===== config.mk =====
export PLATFORM = sky130hd
export DESIGN_NAME = ext_irq_detect
export DESIGN_NICKNAME = d
export VERILOG_FILES = /design/src/rtl/irq_det_pkg.sv /design/src/rtl/irq_sync.sv /design/src/rtl/irq_pattern_fsm.sv /design/src/rtl/irq_pend_arbiter.sv /design/src/rtl/ext_irq_detect.sv
export SDC_FILE = /design/constraint.sdc
export NUM_CORES = 1
export LEC_CHECK = 0
export BUFFER_PORTS_ARGS = -buffer_cell sky130_fd_sc_hd__buf_4
export CAP_MARGIN = 20
export CORE_MARGIN = 4
export CORE_UTILIZATION = 30
export CTS_CLUSTER_DIAMETER = 30
export DETAILED_ROUTE_END_ITERATION = 6
export HOLD_SLACK_MARGIN = 0.06
export PLACE_DENSITY = 0.49
export SKIP_CTS_REPAIR_TIMING = 1
export SYNTH_ARGS = -nofsm -noshare
export SYNTH_HDL_FRONTEND = slang
export SYNTH_SLANG_ARGS = --single-unit

===== constraint.sdc =====
create_clock -name clk -period 1.8 [get_ports clk]
set_clock_uncertainty 0.05 [all_clocks]
set_input_delay 0.45 -clock clk [delete_from_list [all_inputs] [get_ports clk]]
set_output_delay 0.45 -clock clk [all_outputs]
set_load 0.005 [all_outputs]

===== src/rtl/irq_det_pkg.sv =====
package irq_det_pkg;
    typedef enum logic [1:0] {
        PAT_WAIT_HIGH = 2'd0,
        PAT_SEEN_HIGH = 2'd1,
        PAT_ONE_LOW   = 2'd2
    } pat_state_e;
endpackage


===== src/rtl/irq_sync.sv =====
module irq_sync (
    input  logic clk,
    input  logic rst,
    input  logic din,
    output logic dout
);
    logic stage1_q;
    logic stage2_q;

    // Two flops on the falling edge; reset value is the idle-high level.
    always_ff @(negedge clk) begin
        if (rst) begin
            stage1_q <= 1'b1;
            stage2_q <= 1'b1;
        end else begin
            stage1_q <= din;
            stage2_q <= stage1_q;
        end
    end

    assign dout = stage2_q;
endmodule


===== src/rtl/irq_pattern_fsm.sv =====
module irq_pattern_fsm
    import irq_det_pkg::*;
(
    input  logic clk,
    input  logic rst,
    input  logic sample,
    input  logic sample_valid,
    output logic fire
);
    pat_state_e state_q;
    pat_state_e state_d;

    always_ff @(negedge clk) begin
        if (rst) state_q <= PAT_WAIT_HIGH;
        else     state_q <= state_d;
    end

    always_comb begin
        state_d = state_q;
        fire    = 1'b0;
        if (sample_valid) begin
            unique case (state_q)
                PAT_WAIT_HIGH: if (sample) state_d = PAT_SEEN_HIGH;
                PAT_SEEN_HIGH: if (!sample) state_d = PAT_ONE_LOW;
                PAT_ONE_LOW: begin
                    if (sample) begin
                        state_d = PAT_SEEN_HIGH;
                    end else begin
                        state_d = PAT_WAIT_HIGH;
                        fire    = 1'b1;
                    end
                end
                default: state_d = PAT_WAIT_HIGH;
            endcase
        end
    end

    // A detection needs the two previous samples to have been low then high.
    assert_fire_pattern_R2: assert property (@(negedge clk) disable iff (rst)
        fire |-> (!sample && !$past(sample) && $past(sample, 2)));
endmodule


===== src/rtl/irq_pend_arbiter.sv =====
module irq_pend_arbiter #(
    parameter int N_MASK  = 4,
    localparam int N_LINE = N_MASK + 1
) (
    input  logic              clk,
    input  logic              rst,
    input  logic [N_LINE-1:0] fire,
    input  logic [N_LINE-1:0] ack,
    input  logic              mask_we,
    input  logic [N_MASK-1:0] mask_wdata,
    output logic [N_LINE-1:0] pend_pulse,
    output logic [N_LINE-1:0] pend_flag,
    output logic [N_LINE-1:0] irq_sel
);
    logic [N_MASK-1:0] mask_q;
    logic [N_LINE-1:0] enabled;
    logic              hit;

    always_ff @(negedge clk) begin
        if (rst) begin
            pend_pulse <= '0;
            pend_flag  <= '0;
            mask_q     <= '0;
        end else begin
            pend_pulse <= fire;
            pend_flag  <= fire | (pend_flag & ~ack);
            if (mask_we) mask_q <= mask_wdata;
        end
    end

    // Bit 0 (non-maskable) is always enabled.
    assign enabled = {~mask_q, 1'b1};

    always_comb begin
        irq_sel = '0;
        hit     = 1'b0;
        for (int i = 0; i < N_LINE; i++) begin
            if (!hit && pend_flag[i] && enabled[i]) begin
                irq_sel[i] = 1'b1;
                hit        = 1'b1;
            end
        end
    end

    assert_flag_on_fire_R5: assert property (@(negedge clk) disable iff (rst)
        (|fire) |=> ((pend_flag & $past(fire)) == $past(fire)));
    assert_ack_clears_R4: assert property (@(negedge clk) disable iff (rst)
        (|(ack & ~fire)) |=> ((pend_flag & $past(ack & ~fire)) == '0));
    assert_sel_onehot_R8: assert property (@(negedge clk) disable iff (rst)
        $onehot0(irq_sel));
    assert_nmi_unmasked_R7: assert property (@(negedge clk) disable iff (rst)
        pend_flag[0] |-> irq_sel[0]);
    assert_mask_blocks_R6: assert property (@(negedge clk) disable iff (rst)
        ((irq_sel[N_LINE-1:1] & mask_q) == '0));
endmodule


===== src/rtl/ext_irq_detect.sv =====
module ext_irq_detect #(
    parameter int N_MASKABLE = 4
) (
    input  logic                  clk,
    input  logic                  rst,
    input  logic [N_MASKABLE-1:0] int_n,
    input  logic                  nmi_n,
    input  logic [N_MASKABLE:0]   ack,
    input  logic                  mask_we,
    input  logic [N_MASKABLE-1:0] mask_wdata,
    output logic [N_MASKABLE:0]   pend_pulse,
    output logic [N_MASKABLE:0]   pend_flag,
    output logic [N_MASKABLE:0]   irq_sel,
    output logic                  wake_req
);
    localparam int N_LINE = N_MASKABLE + 1;

    logic [N_LINE-1:0] lines_n;
    logic [N_LINE-1:0] synced;
    logic [N_LINE-1:0] fire;
    logic [1:0]        prime_q;

    assign lines_n = {int_n, nmi_n};

    // Tracks when the second synchronizer stage holds a post-reset sample.
    always_ff @(negedge clk) begin
        if (rst) prime_q <= 2'b00;
        else     prime_q <= {prime_q[0], 1'b1};
    end

    for (genvar g = 0; g < N_LINE; g++) begin : g_line
        irq_sync u_sync (
            .clk  (clk),
            .rst  (rst),
            .din  (lines_n[g]),
            .dout (synced[g])
        );
        irq_pattern_fsm u_fsm (
            .clk          (clk),
            .rst          (rst),
            .sample       (synced[g]),
            .sample_valid (prime_q[1]),
            .fire         (fire[g])
        );
    end

    irq_pend_arbiter #(.N_MASK(N_MASKABLE)) u_arb (
        .clk        (clk),
        .rst        (rst),
        .fire       (fire),
        .ack        (ack),
        .mask_we    (mask_we),
        .mask_wdata (mask_wdata),
        .pend_pulse (pend_pulse),
        .pend_flag  (pend_flag),
        .irq_sel    (irq_sel)
    );

    // Combinational path: usable while the clock is stopped.
    assign wake_req = ~&lines_n;

    assert_pulse_sets_flag_R4: assert property (@(negedge clk) disable iff (rst)
        ((pend_pulse & ~pend_flag) == '0));
endmodule


==> results of run 1 <==
-- state kept, by name, indices dropped and copies added, names as in the netlist --
signal,flops
g_line.u_fsm.state_q,10
g_line.u_sync.dout,5
g_line.u_sync.stage1_q,5
u_arb.pend_flag,5
u_arb.pend_pulse,5
u_arb.mask_q,4
prime_q,2
-- routing by layer --
layer / track usage [%] / vias up / wire length, um
met4: 7.905 / 0 / 41
met2: 19.41 / 24 / 1511
li1: - / 579 / -
met3: 6.542 / 7 / 156
met5: 0 / - / 0
met1: 11.08 / 534 / 1228
-- power groups by stage --
stage / Sequential, mW / Clock (mW) / Combinational, mW
floorplan: 0.858 / 0.126 / 0.0777
global placement: 0.864 / 0.126 / 0.103
detailed placement: 0.865 / 0.126 / 0.105
CTS: 0.854 / 1.03 / 0.105
global route: 0.856 / 1.13 / 0.118
finish: 0.855 / 0.979 / 0.106
-- worst max-delay path, cell delays in order (launching register included) --
cell	delay, ns
dfxtp_2	0.32
nand2b_4	0.12
nand3b_1	0.08
nor4_2	0.26
buf_4	0.15
-- stage by stage --
| stage | setup WS, ns | area (um^2) | cells | hold slack [ns] |
|---|---|---|---|---|
| 2_1_floorplan | -0.3544 | 1480 | 126 | 0.3592 |
| 3_3_place_gp | -0.4898 | 1759 | 210 | 0.3641 |
| 3_5_place_dp | -0.5163 | 1759 | 210 | 0.3671 |
| 4_1_cts | -0.8801 | 1999 | 253 | 0.3707 |
| 5_1_grt | -0.9755 | 2077 | 253 | 0.3827 |
| 6_report | -0.8722 | 2077 | 253 | 0.3672 |
-- cells in the mapped netlist, types with 2 or more instances --
cell type   n  area share (%)
inv_1       7             2.0
clkbuf_1    3            0.84
nor4_1      2            0.94
nor2b_1     4             1.9
nor4bb_1    2             1.5
or2_2      10             4.7
dfxtp_1    36              54
nor2_1      9             2.5
mux2i_1     4             3.0
a21oi_1    10             3.7
and4bb_2    2             1.9
nor4b_4     5             8.9
a31o_1      5             3.3
nand3_1     7             2.6
nand2_1    11             3.1
-- cell usage in the layout (no fill, tap or decap), drive strengths merged --
cell type / count
nand3b: 1
nand2b: 2
dfxtp: 36
nor4bb: 2
or2: 10
inv: 45
nand2: 11
nor4b: 5
nor3b: 1
and3: 1
mux2i: 4
buf: 40
a31o: 5
nor2b: 4
and4bb: 2
nand3: 7
bufinv: 1
clkbuf: 5
a21oi: 10
nor4: 2
nor2: 9
-- logic make-up after synthesis --
logic type | Yosys count | synth area share (%)
simple gates | 57 | 31.11
compound gates | 15 | 7.029
flops | 36 | 53.98
buf+inv | 14 | 4.873
mux | 4 | 2.999
-- worst max path at each step --
stage	start	endpoint	slack, ns	depth (start not counted)
2_1_floorplan	u_arb.mask_q[2]$_SDFFE_NP0P_	irq_sel[4]	-0.35	3
3_3_place_gp	u_arb.mask_q[2]$_SDFFE_NP0P_	irq_sel[4]	-0.49	4
3_5_place_dp	u_arb.mask_q[2]$_SDFFE_NP0P_	irq_sel[4]	-0.52	4
4_1_cts	u_arb.mask_q[2]$_SDFFE_NP0P_	irq_sel[4]	-0.88	4
5_1_grt	u_arb.mask_q[2]$_SDFFE_NP0P_	irq_sel[4]	-0.98	4
6_report	u_arb.mask_q[2]$_SDFFE_NP0P_	irq_sel[4]	-0.87	4
-- layout make-up --
class / instances / area, um^2
clock buffer: 5 / 68.82
clock inverter: 39 / 175.2
fill: 408 / 2067
inverter: 7 / 26.28
multi-input combinational: 76 / 638.1
sequential: 36 / 734.5
tap: 50 / 62.56
timing repair buffer: 40 / 371.6
==> flow_summary.ini, run 1 <==
[worst_setup_path]
regToRegSetupSlack_ns = 0.57
crit_type = register to output pin
r2r_end = u_arb.pend_flag[0]$_SDFF_NP0_
r2r_start = prime_q[1]$_SDFF_NP0_
crit_path_start_kind = register
crit_arrival_ns = 2.17
worstPathRequired_ns = 1.30
cp-end-kind = output pin
crit_path_max_fanout = 2
rr_worst_depth = 3

[global_routing]
grt_pass1_vias = 1205
grt_max_degree = 27
antenna_found_initial = 0
grt_first_pass_wirelength_mm = 4.885
grt_overflow = 0
grtUsageTotal_pct = 11.73

[power]
vdd_drop_max_v = 0.0007626
internal-power_mw = 1.404
p_sw_mw = 0.5365
seq_power_share_pct = 44.1
finalPower_mw = 1.940
combPwrFrac_pct = 5.5
leakage_nw = 0.9873
swShare_pct = 27.65
clkPwrFrac_pct = 50.5
p_per_area_nw_per_um2 = 934.1

[timing]
rsz0062_at_grt = yes
slew_headroom_pct = 76.74
worst-slew-pin-transition_ns = 0.3485
setup_viol_count_final = 19
fin_setup_tns_ns = -7.897
setup_ws_ns = -0.8722
final_hold_viol_count = 0
final-max-slew-violation-count = 0

[drt]
drc = 0
vias = 1144
routedWlPerCell_um = 11.61
firstDrtPassIters = 4
vias_per_cell = 4.522
wl_mm = 2.938
ant_nets = 0
first_iter_violations = 28

[status]
violations = setup timing
run_status = finished with violations

[logic_synthesis]
ys_seq_area_share_pct = 53.98
ys_seq_elements = 36
yosys_most_used_dff = dfxtp_1
synthArstFlopShare_pct = 0
syn_avg_cell_area_um2 = 10.60
yosys_warnings = 0
synth_edf_count = 0
synthCells = 126
synth_nets = 143
ys_types = 24
netlist_area_um2 = 1335

[floorplanning]
die_area_um2 = 5582
core_region_area_um2 = 4144
die_x_um = 74.71
io_pins = 33
start_util_pct = 32.22
rows = 23
dieHeight_um = 74.71

[cells_and_area]
nNetsFinal = 219
area_growth_pct = 55.58
diodes = 0
drive_above_1_share_pct = 42.86
final_util_pct = 50.12

[clock_tree]
insertion_delay_ns = 0.35
cts_tree = yes
clock-root-buffer = clkbuf_8
numCtsBuffers = 5
cts-htree-levels = 2
ctsLongestPathBuffers = 2
cts.sinks = 36
clk_pin_slew_ns = 0.04

[placement]
gp_congestion = 0.7271
detailedPlacementHpwl_mm = 2.114
portBuffers = 32

[job]
cap_violations = 0

[worst_hold_path]
min_path_cells = 1
worstHoldStart = g_line[2].u_sync.stage1_q$_SDFF_NP1_
hp-class = register to register
min_to = g_line[2].u_sync.dout$_SDFF_NP1_
(Power assumes the default switching activity.)
==> inputs of run 2 (changes only) <==
ABC_CLOCK_PERIOD_IN_PS = 1800   (was unset)
SETUP_SLACK_MARGIN = 0.15   (was unset)
==> run 2 against run 1 <==
The flow still finishes with violations (setup timing); via count is the same; combinational power grew 15%; setup slack gained 0.035 ns; first-iteration DRC count grew 29%; global-route usage grew 1.0 points; non-clock buffer count grew 5; total power shrank 6.6%; final cell count grew 2.0%; wire length grew 10%; count of clock-buffer cells in the layout is the same; critical path type unchanged; largest cell class unchanged.
==> flow_summary.ini, run 2 (synthesized netlist as in run 1, its figures left out) <==
[placement]
pre_cts_ws_ns = -0.4918
post_dp_cell_area_um2 = 1770
gp_congestion = 0.7574
portBuffers = 32
placed_cells = 210
detailedPlacementHpwl_mm = 2.233

[floorplanning]
die_area_um2 = 5582
core_region_area_um2 = 4144
io_pins = 33
die_x_um = 74.71
rows = 23
dieHeight_um = 74.71
start_util_pct = 32.22

[drt]
vias = 1144
first_iter_violations = 36
wl_mm = 3.242
top_layer = met4
routedWlPerCell_um = 12.57
wl_met3_um = 174
firstDrtPassIters = 4
ant_nets = 0
wl_met2_mm = 1.672
vias_per_cell = 4.434
wirelength_met1_mm = 1.342
drc = 0

[timing]
setup_ws_ns = -0.8376
fin_setup_tns_ns = -8.037
setup_viol_count_final = 20
final-max-slew-violation-count = 0
final_hold_viol_count = 0
rsz0062_at_grt = yes
slew_headroom_pct = 72.82
worst-slew-pin-transition_ns = 0.4071

[clock_tree]
ctsLongestPathBuffers = 2
clk_pin_slew_ns = 0.04
cts.sinks = 36
cts-htree-levels = 2
insertion_delay_ns = 0.35
numCtsBuffers = 5
clock-root-buffer = clkbuf_8
cts_tree = yes

[cells_and_area]
layout_commonest_cell = inv_1
drive_above_1_share_pct = 46.15
final_cells = 258
layout_common_cells = inv_1 (43), buf_4 (28), dfxtp_1 (23), buf_6 (14), dfxtp_2 (12)
n_fill_cell = 409
area_growth_pct = 58.29
largest_reg_flops = 10
regMostFlops = g_line.u_fsm.state_q
diodes = 0
nNetsFinal = 224
final_area_um2 = 2113

[worst_setup_path]
crit_path_start_kind = register
crit_type = register to output pin
crit_arrival_ns = 2.14
crit_path_max_fanout = 2
cp-end-kind = output pin
worstPathRequired_ns = 1.30
regToRegSetupSlack_ns = 0.50

[global_routing]
antenna_found_initial = 0
grt_pass1_vias = 1291
grtUsageTotal_pct = 12.74
grt_max_degree = 27
grt_overflow = 0
grt_first_pass_wirelength_mm = 5.223

[power]
leakage_nw = 1.007
p_per_area_nw_per_um2 = 857.4
finalPower_mw = 1.812
vdd_drop_max_v = 0.0004116

[worst_hold_path]
hp-class = register to register

[job]
cap_violations = 0

[status]
violations = setup timing
run_status = finished with violations
==> run 2: area by class of cell <==
| class | instances | area [um^2] | area share (%) |
|---|---|---|---|
| tap | 50 | 62.56 | 2.960 |
| timing repair buffer | 45 | 427.9 | 20.25 |
| sequential | 36 | 739.5 | 34.99 |
| clock buffer | 5 | 68.82 | 3.256 |
| clock inverter | 39 | 147.6 | 6.986 |
| inverter | 7 | 28.78 | 1.362 |
| multi-input combinational | 76 | 638.1 | 30.20 |
==> run 2: path summary, 6_finish.rpt <==
kind,startpoint,endpoint,cells after the start
setup / recovery,u_arb.mask_q[2]$_SDFFE_NP0P_,irq_sel[4],4
hold / removal,g_line[4].u_sync.stage1_q$_SDFF_NP1_,g_line[4].u_sync.dout$_SDFF_NP1_,1
setup reg to reg,prime_q[1]$_SDFF_NP0_,u_arb.pend_flag[4]$_SDFF_NP0_,3
hold reg to reg,g_line[4].u_sync.stage1_q$_SDFF_NP1_,g_line[4].u_sync.dout$_SDFF_NP1_,1
==> run 2: per-layer routing <==
layer / vias to the layer above / track usage [%]
li1: 584 / -
met1: 532 / 11.60
met2: 22 / 21.27
met3: 6 / 7.744
met4: 0 / 8.300
met5: - / 0
==> run 2: power breakdown <==
part	switching, mW	total, mW	internal [mW]
Clock	0.469	0.834	0.365
Combinational	0.0489	0.122	0.0734
Sequential	0.0264	0.856	0.829
==> run 2: worst max-delay path, stage by stage (launching register included) <==
cell	delay, ns
dfxtp_2	0.31
nand2b_4	0.12
nand3b_1	0.08
nor4_2	0.24
buf_4	0.15
==> run 2: per-stage QoR <==
step,hold WS (ns),util (%)
2_1_floorplan,0.3592,-
3_3_place_gp,0.3645,42.72
3_5_place_dp,0.3649,42.72
4_1_cts,0.3648,47.86
5_1_grt,0.3866,51.00
6_report,0.3649,51.00
==> inputs of run 3 (changes only) <==
ABC_CLOCK_PERIOD_IN_PS = 2730   (was 1800)
clock period = 2.73 ns   (was 1.8 ns; I/O delays follow)
==> run 3 against run 2 <==
The flow still finishes with violations (setup timing); sequential share of layout area up 0.78 points; design area fell by 2.8%; final cell count decreased by 1.6%; largest cell class unchanged; largest power group unchanged; highest routed layer unchanged.
==> flow_summary.ini, run 3 (synthesized netlist as in run 1, its figures left out) <==
[cells_and_area]
final_util_pct = 49.55
largest_reg_flops = 10
layout_commonest_cell = inv_1
layout_common_cells = inv_1 (44), dfxtp_1 (27), buf_4 (21), buf_6 (19), nand2_1 (11)
diodes = 0
drive_above_1_share_pct = 40.20
regMostFlops = g_line.u_fsm.state_q
area_growth_pct = 53.80
nNetsFinal = 220

[floorplanning]
dieHeight_um = 74.71
io_pins = 33
start_util_pct = 32.22
die_area_um2 = 5582
rows = 23
die_x_um = 74.71
core_region_area_um2 = 4144

[worst_setup_path]
cp-end-kind = output pin
crit_arrival_ns = 2.61
r2r_start = prime_q[1]$_SDFF_NP0_
crit_type = register to output pin
rr_worst_depth = 4
crit_path_max_fanout = 2
worstPathRequired_ns = 2.00
r2r_end = u_arb.pend_flag[3]$_SDFF_NP0_
regToRegSetupSlack_ns = 1.30
crit_path_start_kind = register

[power]
vdd_drop_max_v = 0.0002525
p_per_area_nw_per_um2 = 572.0
swShare_pct = 29.45
clkPwrFrac_pct = 46.1
combPwrFrac_pct = 5.8
p_sw_mw = 0.3458
seq_power_share_pct = 48.0
internal-power_mw = 0.8286
leakage_nw = 0.9860

[timing]
fin_setup_tns_ns = -4.226
setup_viol_count_final = 15
setup_ws_ns = -0.6091
rsz0062_at_grt = yes
final_hold_viol_count = 0
slew_headroom_pct = 65.85
worst-slew-pin-transition_ns = 0.5116
final-max-slew-violation-count = 0

[global_routing]
antenna_found_initial = 0
grt_pass1_vias = 1147
grt_first_pass_wirelength_mm = 4.712
grt_max_degree = 27
grtUsageTotal_pct = 11.25
grt_overflow = 0

[job]
cap_violations = 0

[drt]
drc = 0
firstDrtPassIters = 4
wl_mm = 2.919
routedWlPerCell_um = 11.49
first_iter_violations = 34
vias_per_cell = 4.394
ant_nets = 0
vias = 1116

[placement]
portBuffers = 32
detailedPlacementHpwl_mm = 2.003
gp_congestion = 0.6597

[clock_tree]
cts-htree-levels = 2
cts_tree = yes
clock-root-buffer = clkbuf_8
cts.sinks = 36
clk_pin_slew_ns = 0.03
insertion_delay_ns = 0.34
numCtsBuffers = 5
ctsLongestPathBuffers = 2

[worst_hold_path]
hp-class = register to register
worstHoldStart = g_line[4].u_sync.stage1_q$_SDFF_NP1_
min_path_cells = 1
min_to = g_line[4].u_sync.dout$_SDFF_NP1_

[status]
violations = setup timing
run_status = finished with violations
==> run 3: cell types whose count changed in the layout (fill, tap and decap cells not counted), sizes merged <==
cell	delta
buf	-3
clkbuf	-1
==> run 3: per-layer routing <==
metal | track usage, % | up-vias | share of wire (%) | routed length [um]
li1 | - | 574 | - | -
met3 | 7.210 | 2 | 4.0 | 117
met5 | 0 | - | 0 | 0
met2 | 17.95 | 18 | 53 | 1551
met4 | 6.917 | 0 | 0.34 | 10
met1 | 10.88 | 522 | 42 | 1239
==> run 3: how the worst max path moves through the flow <==
stage / from / endpoint / cells past startpoint
floorplan: u_arb.mask_q[2]$_SDFFE_NP0P_ / irq_sel[4] / 3
global placement: u_arb.mask_q[2]$_SDFFE_NP0P_ / irq_sel[4] / 4
detailed placement: u_arb.mask_q[2]$_SDFFE_NP0P_ / irq_sel[4] / 4
CTS: u_arb.mask_q[2]$_SDFFE_NP0P_ / irq_sel[4] / 4
global route: u_arb.mask_q[2]$_SDFFE_NP0P_ / irq_sel[4] / 4
finish: u_arb.mask_q[2]$_SDFFE_NP0P_ / irq_sel[4] / 4
==> run 3: cell type report <==
class                      instances  area, um^2
multi-input combinational         76       621.8
clock buffer                       5       68.82
tap                               50       62.56
clock inverter                    39       147.6
fill                             406        2091
timing repair buffer              41       391.6
inverter                           7       26.28
sequential                        36       734.5
==> run 3: worst max-delay path: stages, from the launching register on <==
cell      delay [ns]
dfxtp_2         0.32
nand2b_4        0.12
nand3b_1        0.08
nor4_2          0.24
buf_4           0.15
==> run 3: metrics by stage <==
| step | area [um^2] | setup WS [ns] | std cells | total power, mW | hold slack, ns |
|---|---|---|---|---|---|
| floorplan | 1438 | -0.1219 | 126 | 0.6933 | 0.3556 |
| global placement | 1722 | -0.2471 | 208 | 0.7148 | 0.3596 |
| detailed placement | 1722 | -0.2585 | 208 | 0.7170 | 0.3615 |
| CTS | 1934 | -0.6243 | 251 | 1.211 | 0.3645 |
| global route | 2053 | -0.6929 | 254 | 1.288 | 0.3554 |
| finish | 2053 | -0.6091 | 254 | 1.174 | 0.3642 |
==> run 3: power by group through the flow <==
stage                     logic [mW]  clock network, mW  registers [mW]
after floorplan               0.0445             0.0828           0.566
after detailed placement      0.0631             0.0828           0.571
after CTS                     0.0634              0.584           0.564
after global placement        0.0621             0.0828           0.570
final                         0.0685              0.542           0.564
after global routing          0.0750              0.648           0.565
